`src/rtl/gerr_pkg.sv`:
```
package gerr_pkg;
  localparam int NUM_SEV = 3;
  localparam int SEV_W   = 2;

  typedef enum logic [SEV_W-1:0] {
    SEV_FATAL    = 2'd0,
    SEV_NONFATAL = 2'd1,
    SEV_CORR     = 2'd2,
    SEV_NONE     = 2'd3
  } sev_e;

  // Word addresses; status and mask blocks are indexed by severity.
  localparam int ADR_STS_BASE = 0;
  localparam int ADR_MSK_BASE = 3;
  localparam int ADR_EVT_STS  = 6;
  localparam int ADR_EVT_MSK  = 7;
  localparam int ADR_EVT_MAP  = 8;

  // Route bits per severity: bit 0 -> SMI, bit 1 -> NMI.
  typedef struct packed {
    logic nmi;
    logic smi;
  } route_t;
endpackage

```
`src/rtl/gerr_status_bank.sv`:
```
module gerr_status_bank #(
  parameter int N_SRC = 6
) (
  input  logic             clk,
  input  logic             rst_n,
  input  logic [N_SRC-1:0] report_i,
  input  logic [N_SRC-1:0] clr_i,
  input  logic [N_SRC-1:0] mask_i,
  output logic [N_SRC-1:0] sts_o,
  output logic [N_SRC-1:0] live_o
);
  logic [N_SRC-1:0] sts_q;
  logic [N_SRC-1:0] accept;
  logic [N_SRC-1:0] sts_d;

  // A masked source never enters the log.
  assign accept = report_i & ~mask_i;

  // Clearing is applied first so a same-cycle set dominates.
  always_comb begin
    sts_d = (sts_q & ~clr_i) | accept;
  end

  always_ff @(posedge clk or negedge rst_n) begin
    if (!rst_n) sts_q <= '0;
    else        sts_q <= sts_d;
  end

  assign sts_o  = sts_q;
  // Logged errors that are still unmasked feed the event logic.
  assign live_o = sts_q & ~mask_i;
endmodule

```
`src/rtl/gerr_regfile.sv`:
```
module gerr_regfile
  import gerr_pkg::*;
#(
  parameter int N_SRC  = 6,
  parameter int DATA_W = 32,
  parameter int ADDR_W = 4
) (
  input  logic                             clk,
  input  logic                             rst_n,
  input  logic                             wr_i,
  input  logic                             rd_i,
  input  logic [ADDR_W-1:0]                addr_i,
  input  logic [DATA_W-1:0]                wdata_i,
  input  logic [NUM_SEV-1:0][N_SRC-1:0]    sts_i,
  input  logic [NUM_SEV-1:0]               evt_sts_i,
  output logic [NUM_SEV-1:0][N_SRC-1:0]    msk_o,
  output logic [NUM_SEV-1:0][N_SRC-1:0]    clr_o,
  output logic [NUM_SEV-1:0]               evt_msk_o,
  output route_t [NUM_SEV-1:0]             map_o,
  output logic                             rd_valid_o,
  output logic [DATA_W-1:0]                rd_data_o
);
  localparam int MAP_W = 2 * NUM_SEV;

  logic [NUM_SEV-1:0][N_SRC-1:0] msk_q;
  logic [NUM_SEV-1:0]            evt_msk_q;
  route_t [NUM_SEV-1:0]          map_q;
  logic [DATA_W-1:0]             rd_mux;
  logic                          rd_vld_q;
  logic [DATA_W-1:0]             rd_data_q;

  function automatic logic hit(input logic [ADDR_W-1:0] a, input int target);
    return a == ADDR_W'(target);
  endfunction

  // Write-one-to-clear strobes, one vector per severity.
  always_comb begin
    for (int s = 0; s < NUM_SEV; s++) begin
      clr_o[s] = (wr_i && hit(addr_i, ADR_STS_BASE + s)) ? wdata_i[N_SRC-1:0] : '0;
    end
  end

  generate
    for (genvar g = 0; g < NUM_SEV; g++) begin : g_mask
      always_ff @(posedge clk or negedge rst_n) begin
        if (!rst_n)
          msk_q[g] <= '0;
        else if (wr_i && hit(addr_i, ADR_MSK_BASE + g))
          msk_q[g] <= wdata_i[N_SRC-1:0];
      end
    end
  endgenerate

  always_ff @(posedge clk or negedge rst_n) begin
    if (!rst_n) begin
      evt_msk_q <= '0;
      map_q     <= '0;
    end else if (wr_i) begin
      if (hit(addr_i, ADR_EVT_MSK)) evt_msk_q <= wdata_i[NUM_SEV-1:0];
      if (hit(addr_i, ADR_EVT_MAP)) map_q     <= wdata_i[MAP_W-1:0];
    end
  end

  // Read multiplexer; unused addresses return zero.
  always_comb begin
    rd_mux = '0;
    for (int s = 0; s < NUM_SEV; s++) begin
      if (hit(addr_i, ADR_STS_BASE + s)) rd_mux[N_SRC-1:0] = sts_i[s];
      if (hit(addr_i, ADR_MSK_BASE + s)) rd_mux[N_SRC-1:0] = msk_q[s];
    end
    if (hit(addr_i, ADR_EVT_STS)) rd_mux[NUM_SEV-1:0] = evt_sts_i;
    if (hit(addr_i, ADR_EVT_MSK)) rd_mux[NUM_SEV-1:0] = evt_msk_q;
    if (hit(addr_i, ADR_EVT_MAP)) rd_mux[MAP_W-1:0]   = map_q;
  end

  always_ff @(posedge clk or negedge rst_n) begin
    if (!rst_n) begin
      rd_vld_q  <= 1'b0;
      rd_data_q <= '0;
    end else begin
      rd_vld_q <= rd_i;
      if (rd_i) rd_data_q <= rd_mux;
    end
  end

  assign msk_o      = msk_q;
  assign evt_msk_o  = evt_msk_q;
  assign map_o      = map_q;
  assign rd_valid_o = rd_vld_q;
  assign rd_data_o  = rd_data_q;
endmodule

```
`src/rtl/gerr_event_unit.sv`:
```
module gerr_event_unit
  import gerr_pkg::*;
#(
  parameter int N_SRC = 6
) (
  input  logic                          clk,
  input  logic                          rst_n,
  input  logic [NUM_SEV-1:0][N_SRC-1:0] live_i,
  input  logic [NUM_SEV-1:0]            evt_msk_i,
  input  route_t [NUM_SEV-1:0]          map_i,
  output logic [NUM_SEV-1:0]            evt_sts_o,
  output logic                          smi_o,
  output logic                          nmi_o
);
  logic [NUM_SEV-1:0] evt_now;
  logic [NUM_SEV-1:0] evt_prev_q;
  logic [NUM_SEV-1:0] rise;
  logic               smi_d, nmi_d;
  logic               smi_q, nmi_q;

  generate
    for (genvar g = 0; g < NUM_SEV; g++) begin : g_sev
      assign evt_now[g] = (|live_i[g]) & ~evt_msk_i[g];
    end
  endgenerate

  assign rise = evt_now & ~evt_prev_q;

  // Selections of every severity rising this cycle merge into one pulse.
  always_comb begin
    smi_d = 1'b0;
    nmi_d = 1'b0;
    for (int s = 0; s < NUM_SEV; s++) begin
      smi_d |= rise[s] & map_i[s].smi;
      nmi_d |= rise[s] & map_i[s].nmi;
    end
  end

  always_ff @(posedge clk or negedge rst_n) begin
    if (!rst_n) begin
      evt_prev_q <= '0;
      smi_q      <= 1'b0;
      nmi_q      <= 1'b0;
    end else begin
      evt_prev_q <= evt_now;
      smi_q      <= smi_d;
      nmi_q      <= nmi_d;
    end
  end

  assign evt_sts_o = evt_now;
  assign smi_o     = smi_q;
  assign nmi_o     = nmi_q;
endmodule

```
`src/rtl/gerr_aggregator.sv`:
```
module gerr_aggregator
  import gerr_pkg::*;
#(
  parameter int N_SRC  = 6,
  parameter int DATA_W = 32,
  parameter int ADDR_W = 4
) (
  input  logic                   clk,
  input  logic                   rst_n,
  input  logic [N_SRC-1:0]       err_vld,
  input  logic [SEV_W*N_SRC-1:0] err_sev,
  input  logic                   reg_wr,
  input  logic                   reg_rd,
  input  logic [ADDR_W-1:0]      reg_addr,
  input  logic [DATA_W-1:0]      reg_wdata,
  output logic                   rd_valid,
  output logic [DATA_W-1:0]      rd_data,
  output logic                   smi_pulse,
  output logic                   nmi_pulse
);
  localparam int FLAT_W = NUM_SEV * N_SRC;

  logic [NUM_SEV-1:0][N_SRC-1:0] report_v;
  logic [NUM_SEV-1:0][N_SRC-1:0] clr_v;
  logic [NUM_SEV-1:0][N_SRC-1:0] msk_v;
  logic [NUM_SEV-1:0][N_SRC-1:0] sts_v;
  logic [NUM_SEV-1:0][N_SRC-1:0] live_v;
  logic [NUM_SEV-1:0]            evt_sts;
  logic [NUM_SEV-1:0]            evt_msk;
  route_t [NUM_SEV-1:0]          map_v;
  logic [FLAT_W-1:0]             sts_flat;
  logic [FLAT_W-1:0]             msk_flat;

  // Sort each source's report into the severity its code names.
  always_comb begin
    for (int s = 0; s < NUM_SEV; s++) begin
      for (int i = 0; i < N_SRC; i++) begin
        report_v[s][i] = err_vld[i] && (err_sev[SEV_W*i +: SEV_W] == SEV_W'(s));
      end
    end
  end

  generate
    for (genvar g = 0; g < NUM_SEV; g++) begin : g_bank
      gerr_status_bank #(.N_SRC(N_SRC)) u_bank (
        .clk      (clk),
        .rst_n    (rst_n),
        .report_i (report_v[g]),
        .clr_i    (clr_v[g]),
        .mask_i   (msk_v[g]),
        .sts_o    (sts_v[g]),
        .live_o   (live_v[g])
      );
    end
  endgenerate

  gerr_regfile #(.N_SRC(N_SRC), .DATA_W(DATA_W), .ADDR_W(ADDR_W)) u_regs (
    .clk        (clk),
    .rst_n      (rst_n),
    .wr_i       (reg_wr),
    .rd_i       (reg_rd),
    .addr_i     (reg_addr),
    .wdata_i    (reg_wdata),
    .sts_i      (sts_v),
    .evt_sts_i  (evt_sts),
    .msk_o      (msk_v),
    .clr_o      (clr_v),
    .evt_msk_o  (evt_msk),
    .map_o      (map_v),
    .rd_valid_o (rd_valid),
    .rd_data_o  (rd_data)
  );

  gerr_event_unit #(.N_SRC(N_SRC)) u_evt (
    .clk       (clk),
    .rst_n     (rst_n),
    .live_i    (live_v),
    .evt_msk_i (evt_msk),
    .map_i     (map_v),
    .evt_sts_o (evt_sts),
    .smi_o     (smi_pulse),
    .nmi_o     (nmi_pulse)
  );

  assign sts_flat = sts_v;
  assign msk_flat = msk_v;
endmodule

```
`config.mk`:
```
export PLATFORM = sky130hd
export DESIGN_NAME = gerr_aggregator
export DESIGN_NICKNAME = d
export VERILOG_FILES = /design/src/rtl/gerr_pkg.sv /design/src/rtl/gerr_status_bank.sv /design/src/rtl/gerr_regfile.sv /design/src/rtl/gerr_event_unit.sv /design/src/rtl/gerr_aggregator.sv
export SDC_FILE = /design/constraint.sdc
export NUM_CORES = 1
export LEC_CHECK = 0
export BUFFER_PORTS_ARGS = -buffer_cell sky130_fd_sc_hd__buf_4
export CORE_ASPECT_RATIO = 1.4
export CORE_MARGIN = 2
export CORE_UTILIZATION = 25
export DETAILED_ROUTE_END_ITERATION = 12
export PLACE_DENSITY = 0.42
export SYNTH_ARGS = -nofsm -noshare
export SYNTH_HDL_FRONTEND = slang
export SYNTH_HIERARCHICAL = 1
export SYNTH_SLANG_ARGS = --single-unit
export TNS_END_PERCENT = 1
```
`constraint.sdc`:
```
create_clock -name clk -period 2.25 [get_ports clk]
set_input_delay 0.5625 -clock clk [delete_from_list [all_inputs] [get_ports clk]]
set_output_delay 0.5625 -clock clk [all_outputs]
set_load 0.01 [all_outputs]
```
Yosys cells after proc, flatten, opt, wreduce, memory -nomap -nowiden --
Cells that the tools add are included.
Cells by class: eq/ne operators 20, mux-type cells 12, bitwise operators 36, reduce and logical (&&, ||, !) cells 36
Operators by type and width (count):
- $mux W6 | 10
- $and A6 B6 Y6 | 9
- $not A6 Y6 | 6
- $logic_and A1 B1 Y1 | 24
- $or A6 B6 Y6 | 3
- $reduce_or A6 Y1 | 3
- $eq A4 B3 Y1 const B | 4
- $eq A2 B1 Y1 const B | 6
- $eq A2 B2 Y1 const B | 6
- $logic_not A2 Y1 | 6
- $and A1 B1 Y1 | 9
- $eq A4 B2 Y1 const B | 2
- $mux W3 | 2
- $eq A4 B1 Y1 const B | 1
- $eq A4 B4 Y1 const B | 1
- $logic_not A4 Y1 | 1
- $or A1 B1 Y1 | 4
- $reduce_and A2 Y1 | 2
- $and A3 B3 Y3 | 1
- $not A1 Y1 | 3
- $not A3 Y3 | 1
Storage, ports and cells: bits in registers 57, input bits 58, word-level logic and storage cells 122

Logic depth before layout (Yosys ltp) --
depth after elaboration 10, gate-level depth with buffers 8, gate-level depth less buffers 8

Cells and area by module --
Netlist, hierarchy kept.
By module, submodules not included:
- gerr_regfile | instances 1, cells each 207, area each 2188.3 µm², sequential area each 850.8 µm²
- gerr_status_bank | instances 3, cells each 30, area each 292.8 µm², sequential area each 150.1 µm²
- gerr_event_unit | instances 1, cells each 22, area each 254.0 µm², sequential area each 125.1 µm²
- gerr_aggregator | instances 1, cells each 18, area each 180.2 µm², sequential area each 0.0 µm²

Worst setup path before layout --
OpenSTA, ideal clock, no wires.
path type input port to flip-flop, from input port reg_addr[1], to register u_regs.map_q (netlist bit u_regs/map_o[0]), arrival time 1484 ps, required time 2125 ps, path slack 641 ps, cell stages on the path 4, path through clkbuf_8 -> nor4b_4 -> nand2_4 -> mux2_4
Between the ends: word-level cells in the longest chain between the ends 2
Ends and longest elaborated chain:
- from (decl) | RTL line gerr_aggregator.sv:14 | input logic [ADDR_W-1:0] reg_addr,
- $eq A4 B4 Y1 | RTL line gerr_regfile.sv:33 | return a == ADDR_W'(target);
- $reduce_and A2 Y1 (no source line)
- to (signal assigned) | RTL line gerr_regfile.sv:60 | if (hit(addr_i, ADR_EVT_MAP)) map_q <= wdata_i[MAP_W-1:0];
- to (decl) | RTL line gerr_regfile.sv:27 | route_t [NUM_SEV-1:0] map_q;
Every way passes these cells. A chain may end at the register's enable or synchronous reset.

==> impl_metrics.csv <==
group,metric,value,unit
run_status,status,"finished clean",
clock_tree,cts_hold_buffers,0,
yosys,yosys.cell_types.count,45,
sta,final.period_utilization,85.4,%
sta,max-slew-margin-rel,48.2,%
detailed_routing,drc,0,
pwr,power_density,823,mW/mm²
yosys,synth_common_cells,"dfrtp_1 (57), inv_1 (40), nor2_1 (29)",
sta,min_period,1.92,ns
global_route,grt_max_degree,58,
clock_tree,cts_tree,"yes",
cells_and_area,antenna_cells,0,
detailed_routing,viasPerCell,4.45,
floorplan,die-area,0.0150,mm²
yosys,synth_seq_area_share,40.7,%
clock_tree,clkLatencyLatePin,0.33,ns
global_route,grt.overflow.total,0,
setup_path,cp-startpoint,"g_bank[0].u_bank/sts_o[1]$_DFF_PN0_",
floorplan,rows,51,
floorplan,io_pins,93,
setup_path,r2r_start,"g_bank[0].u_bank/sts_o[1]$_DFF_PN0_",
yosys,synth-seq-cells,57,
floorplan,die_h,144,µm
sta,finalHoldViolations,0,
cells_and_area,fin_nets,447,
min_path,hold_path.class,"in -> async",
pwr,power,0.00349,W
clock_tree,cts_resized,0,
clock_tree,clock-root-buffer,"clkbuf_16",
clock_tree,cts_inserted_buffers,9,
pwr,p_leak,1.99,nW
pwr,vdd_drop_max,0.275,mV
job,maxCapViolCount,0,
sta,worstMarginPinSlew,0.777,ns
clock_tree,clockBufferDepth,2,
cells_and_area,regArea,0.00143,mm²
place,place_congestion,0.833,
setup_path,crit_arrival,2.14,ns
yosys,synth_area_leader_cell,"dfrtp_1",
yosys,synth_edf_count,0,
cells_and_area,syn2layout_area_growth,21.2,%
cells_and_area,fillers,1486,
cells_and_area,fin_util,30.8,%
cells_and_area,multi_input_comb_area,0.00176,mm²
yosys,syn_inst,337,
sta,skew,0.00511,ns
clock_tree,cts_sinks,57,
setup_path,cp.required,2.47,ns
setup_path,worst_setup_path_end_kind,"flip-flop",
yosys,postSynthAreaPerCell,10.4,µm²
detailed_routing,ant_nets,0,
clock_tree,post-cts-setup-buffer-count,0,
yosys,synth_top_area_share,40.7,%
detailed_routing,routed_wl,9.13,mm
global_route,grt_usage,12.9,%
yosys,synth_flop_cell,"dfrtp_1",
sta,setup_slack,0.327,ns
place,port_buffers,40,
detailed_routing,firstDrtPassIters,4,
sta,final.setup.tns,0,ns
sta,slew_violations,0,
floorplan,die_w,104,µm
sta,max_freq,520,MHz
place,pre_cts_ws,0.302,ns
clock_tree,ctsHtreeMaxLevel,3,
sta,rsz0062_at_grt,"false",
setup_path,cp_max_fo,3,
cells_and_area,final_layout_size_suffix_gt1_share,32.4,%
setup_path,criticalPathCategory,"reg -> reg",
global_route,grt_pass1_wl,14.2,mm
yosys,yosysWarnings,6,
yosys,synth_most_common_cell,"dfrtp_1",
floorplan,initial_utilization,25.4,%
global_route,antenna_found_initial,0,
yosys,yosys-top-cells-area,"dfrtp_1 (41%), mux2_2 (7.7%), o22ai_2 (6.4%)",
setup_path,start_kind,"flip-flop",
yosys,netlist_area,0.00350,mm²
clock_tree,clk_pin_slew_worst_paths,0.05,ns
floorplan,fp.coreArea,0.0138,mm²
sta,finalSetupViolations,0,
global_route,grt_pass1_vias,2527,
place,hpwl,6.78,mm
detailed_routing,wl_per_cell,15.8,µm
detailed_routing,drt_iter0_markers,82,
yosys,async_flop_share,100,%
detailed_routing,routed-via-count,2565,
-- stage by stage --
step           std cells  hold slack, ns  area, µm²
4_1_cts              577           0.333       4240
6_report             577           0.302       4240
3_3_place_gp         563           0.490       3960
3_5_place_dp         563           0.497       3960
5_1_grt              577           0.371       4240
2_1_floorplan        362           0.267       3590
-- metal layers --
metal / global-route usage [%] / vias up / share of wire, %
met5: 0 / - / 0
met4: 9.10 / 0 / 3.9
met3: 2.66 / 14 / 4.8
met2: 21.9 / 84 / 50
met1: 14.7 / 1242 / 41
li1: - / 1225 / -
-- sequential cells by signal, summed over array words and instances (netlist names) --
| name | flops |
|---|---|
| u_regs/msk_o | 18 |
| u_regs/rd_valid_o | 1 |
| u_evt/evt_prev_q | 3 |
| u_regs/evt_msk_o | 3 |
| g_bank.u_bank/sts_o | 18 |
| u_evt/nmi_o | 1 |
| u_regs/map_o | 6 |
| u_evt/smi_o | 1 |
| u_regs/rd_data_o | 6 |
-- cells by family (layout without fill, tap and decap cells) --
logic type | count (synthesis) | in the layout | share of synthesized area, %
other | 1 | 26 | 0.107
flip-flops | 57 | 57 | 40.7
multiplexers | 39 | 39 | 12.9
AND/OR/NAND/NOR | 94 | 94 | 18.0
AO/OA/AOI/OAI | 72 | 72 | 16.7
buffers and inverters | 74 | 104 | 11.5
-- worst max-delay path, stage by stage, from the launching register on --
cell and delay (ns):
dfrtp_1 0.37, inv_1 0.09, nor2_1 0.07, nor4_1 0.47, a21oi_1 0.18, o221ai_1 0.29, a22oi_1 0.16, a21o_1 0.18
-- power breakdown --
group	internal (W)	switching [W]	leakage, nW
combinational	0.000385	0.000380	1.19
sequential	0.00123	0.000176	0.651
clock	0.000866	0.000455	0.144
total	0.00248	0.00101	1.99
-- cells in the final DEF (no fill, tap or decap), types with 3 or more instances in the layout --
cell	n
dfrtp_1	57
buf_4	49
inv_1	40
nor2_1	29
conb_1	26
mux2_2	24
and2_1	19
o22ai_2	18
and3b_1	12
a21oi_1	11
nand2_1	10
clkbuf_16	9
mux2i_1	9
o21ai_0	9
a22oi_1	9
nor3b_2	6
mux2_4	6
clkinv_2	3
o22ai_1	3
o21a_1	3
o221ai_1	3
a31oi_1	3
o2bb2ai_1	3
o31ai_1	3
a21o_1	3
-- worst paths after layout --
check	endpoint	slack, ns	cells past startpoint
max in group asynchronous	u_regs/map_o[5]$_DFFE_PN0P_	1.43	1
worst min register to register	g_bank[2].u_bank/sts_o[3]$_DFF_PN0_	0.50	1
worst max register to register	u_regs/rd_data_o[0]$_DFFE_PN0P_	0.33	7
worst min-delay path	u_regs/msk_o[4]$_DFFE_PN0P_	0.30	1
min in group clk	u_regs/rd_valid_o$_DFF_PN0_	0.44	1
worst max-delay path	u_regs/rd_data_o[0]$_DFFE_PN0P_	0.33	7
-- final cells by class --
type	count	area share, %
repair buffers	50	9.14
well taps	185	5.45
multi-input cells	231	41.6
clock buffers	10	5.63
clock inverters	4	1.06
inverters	40	3.54
flip-flops and latches	57	33.6
Note: power is estimated with default switching activity, not from simulation.
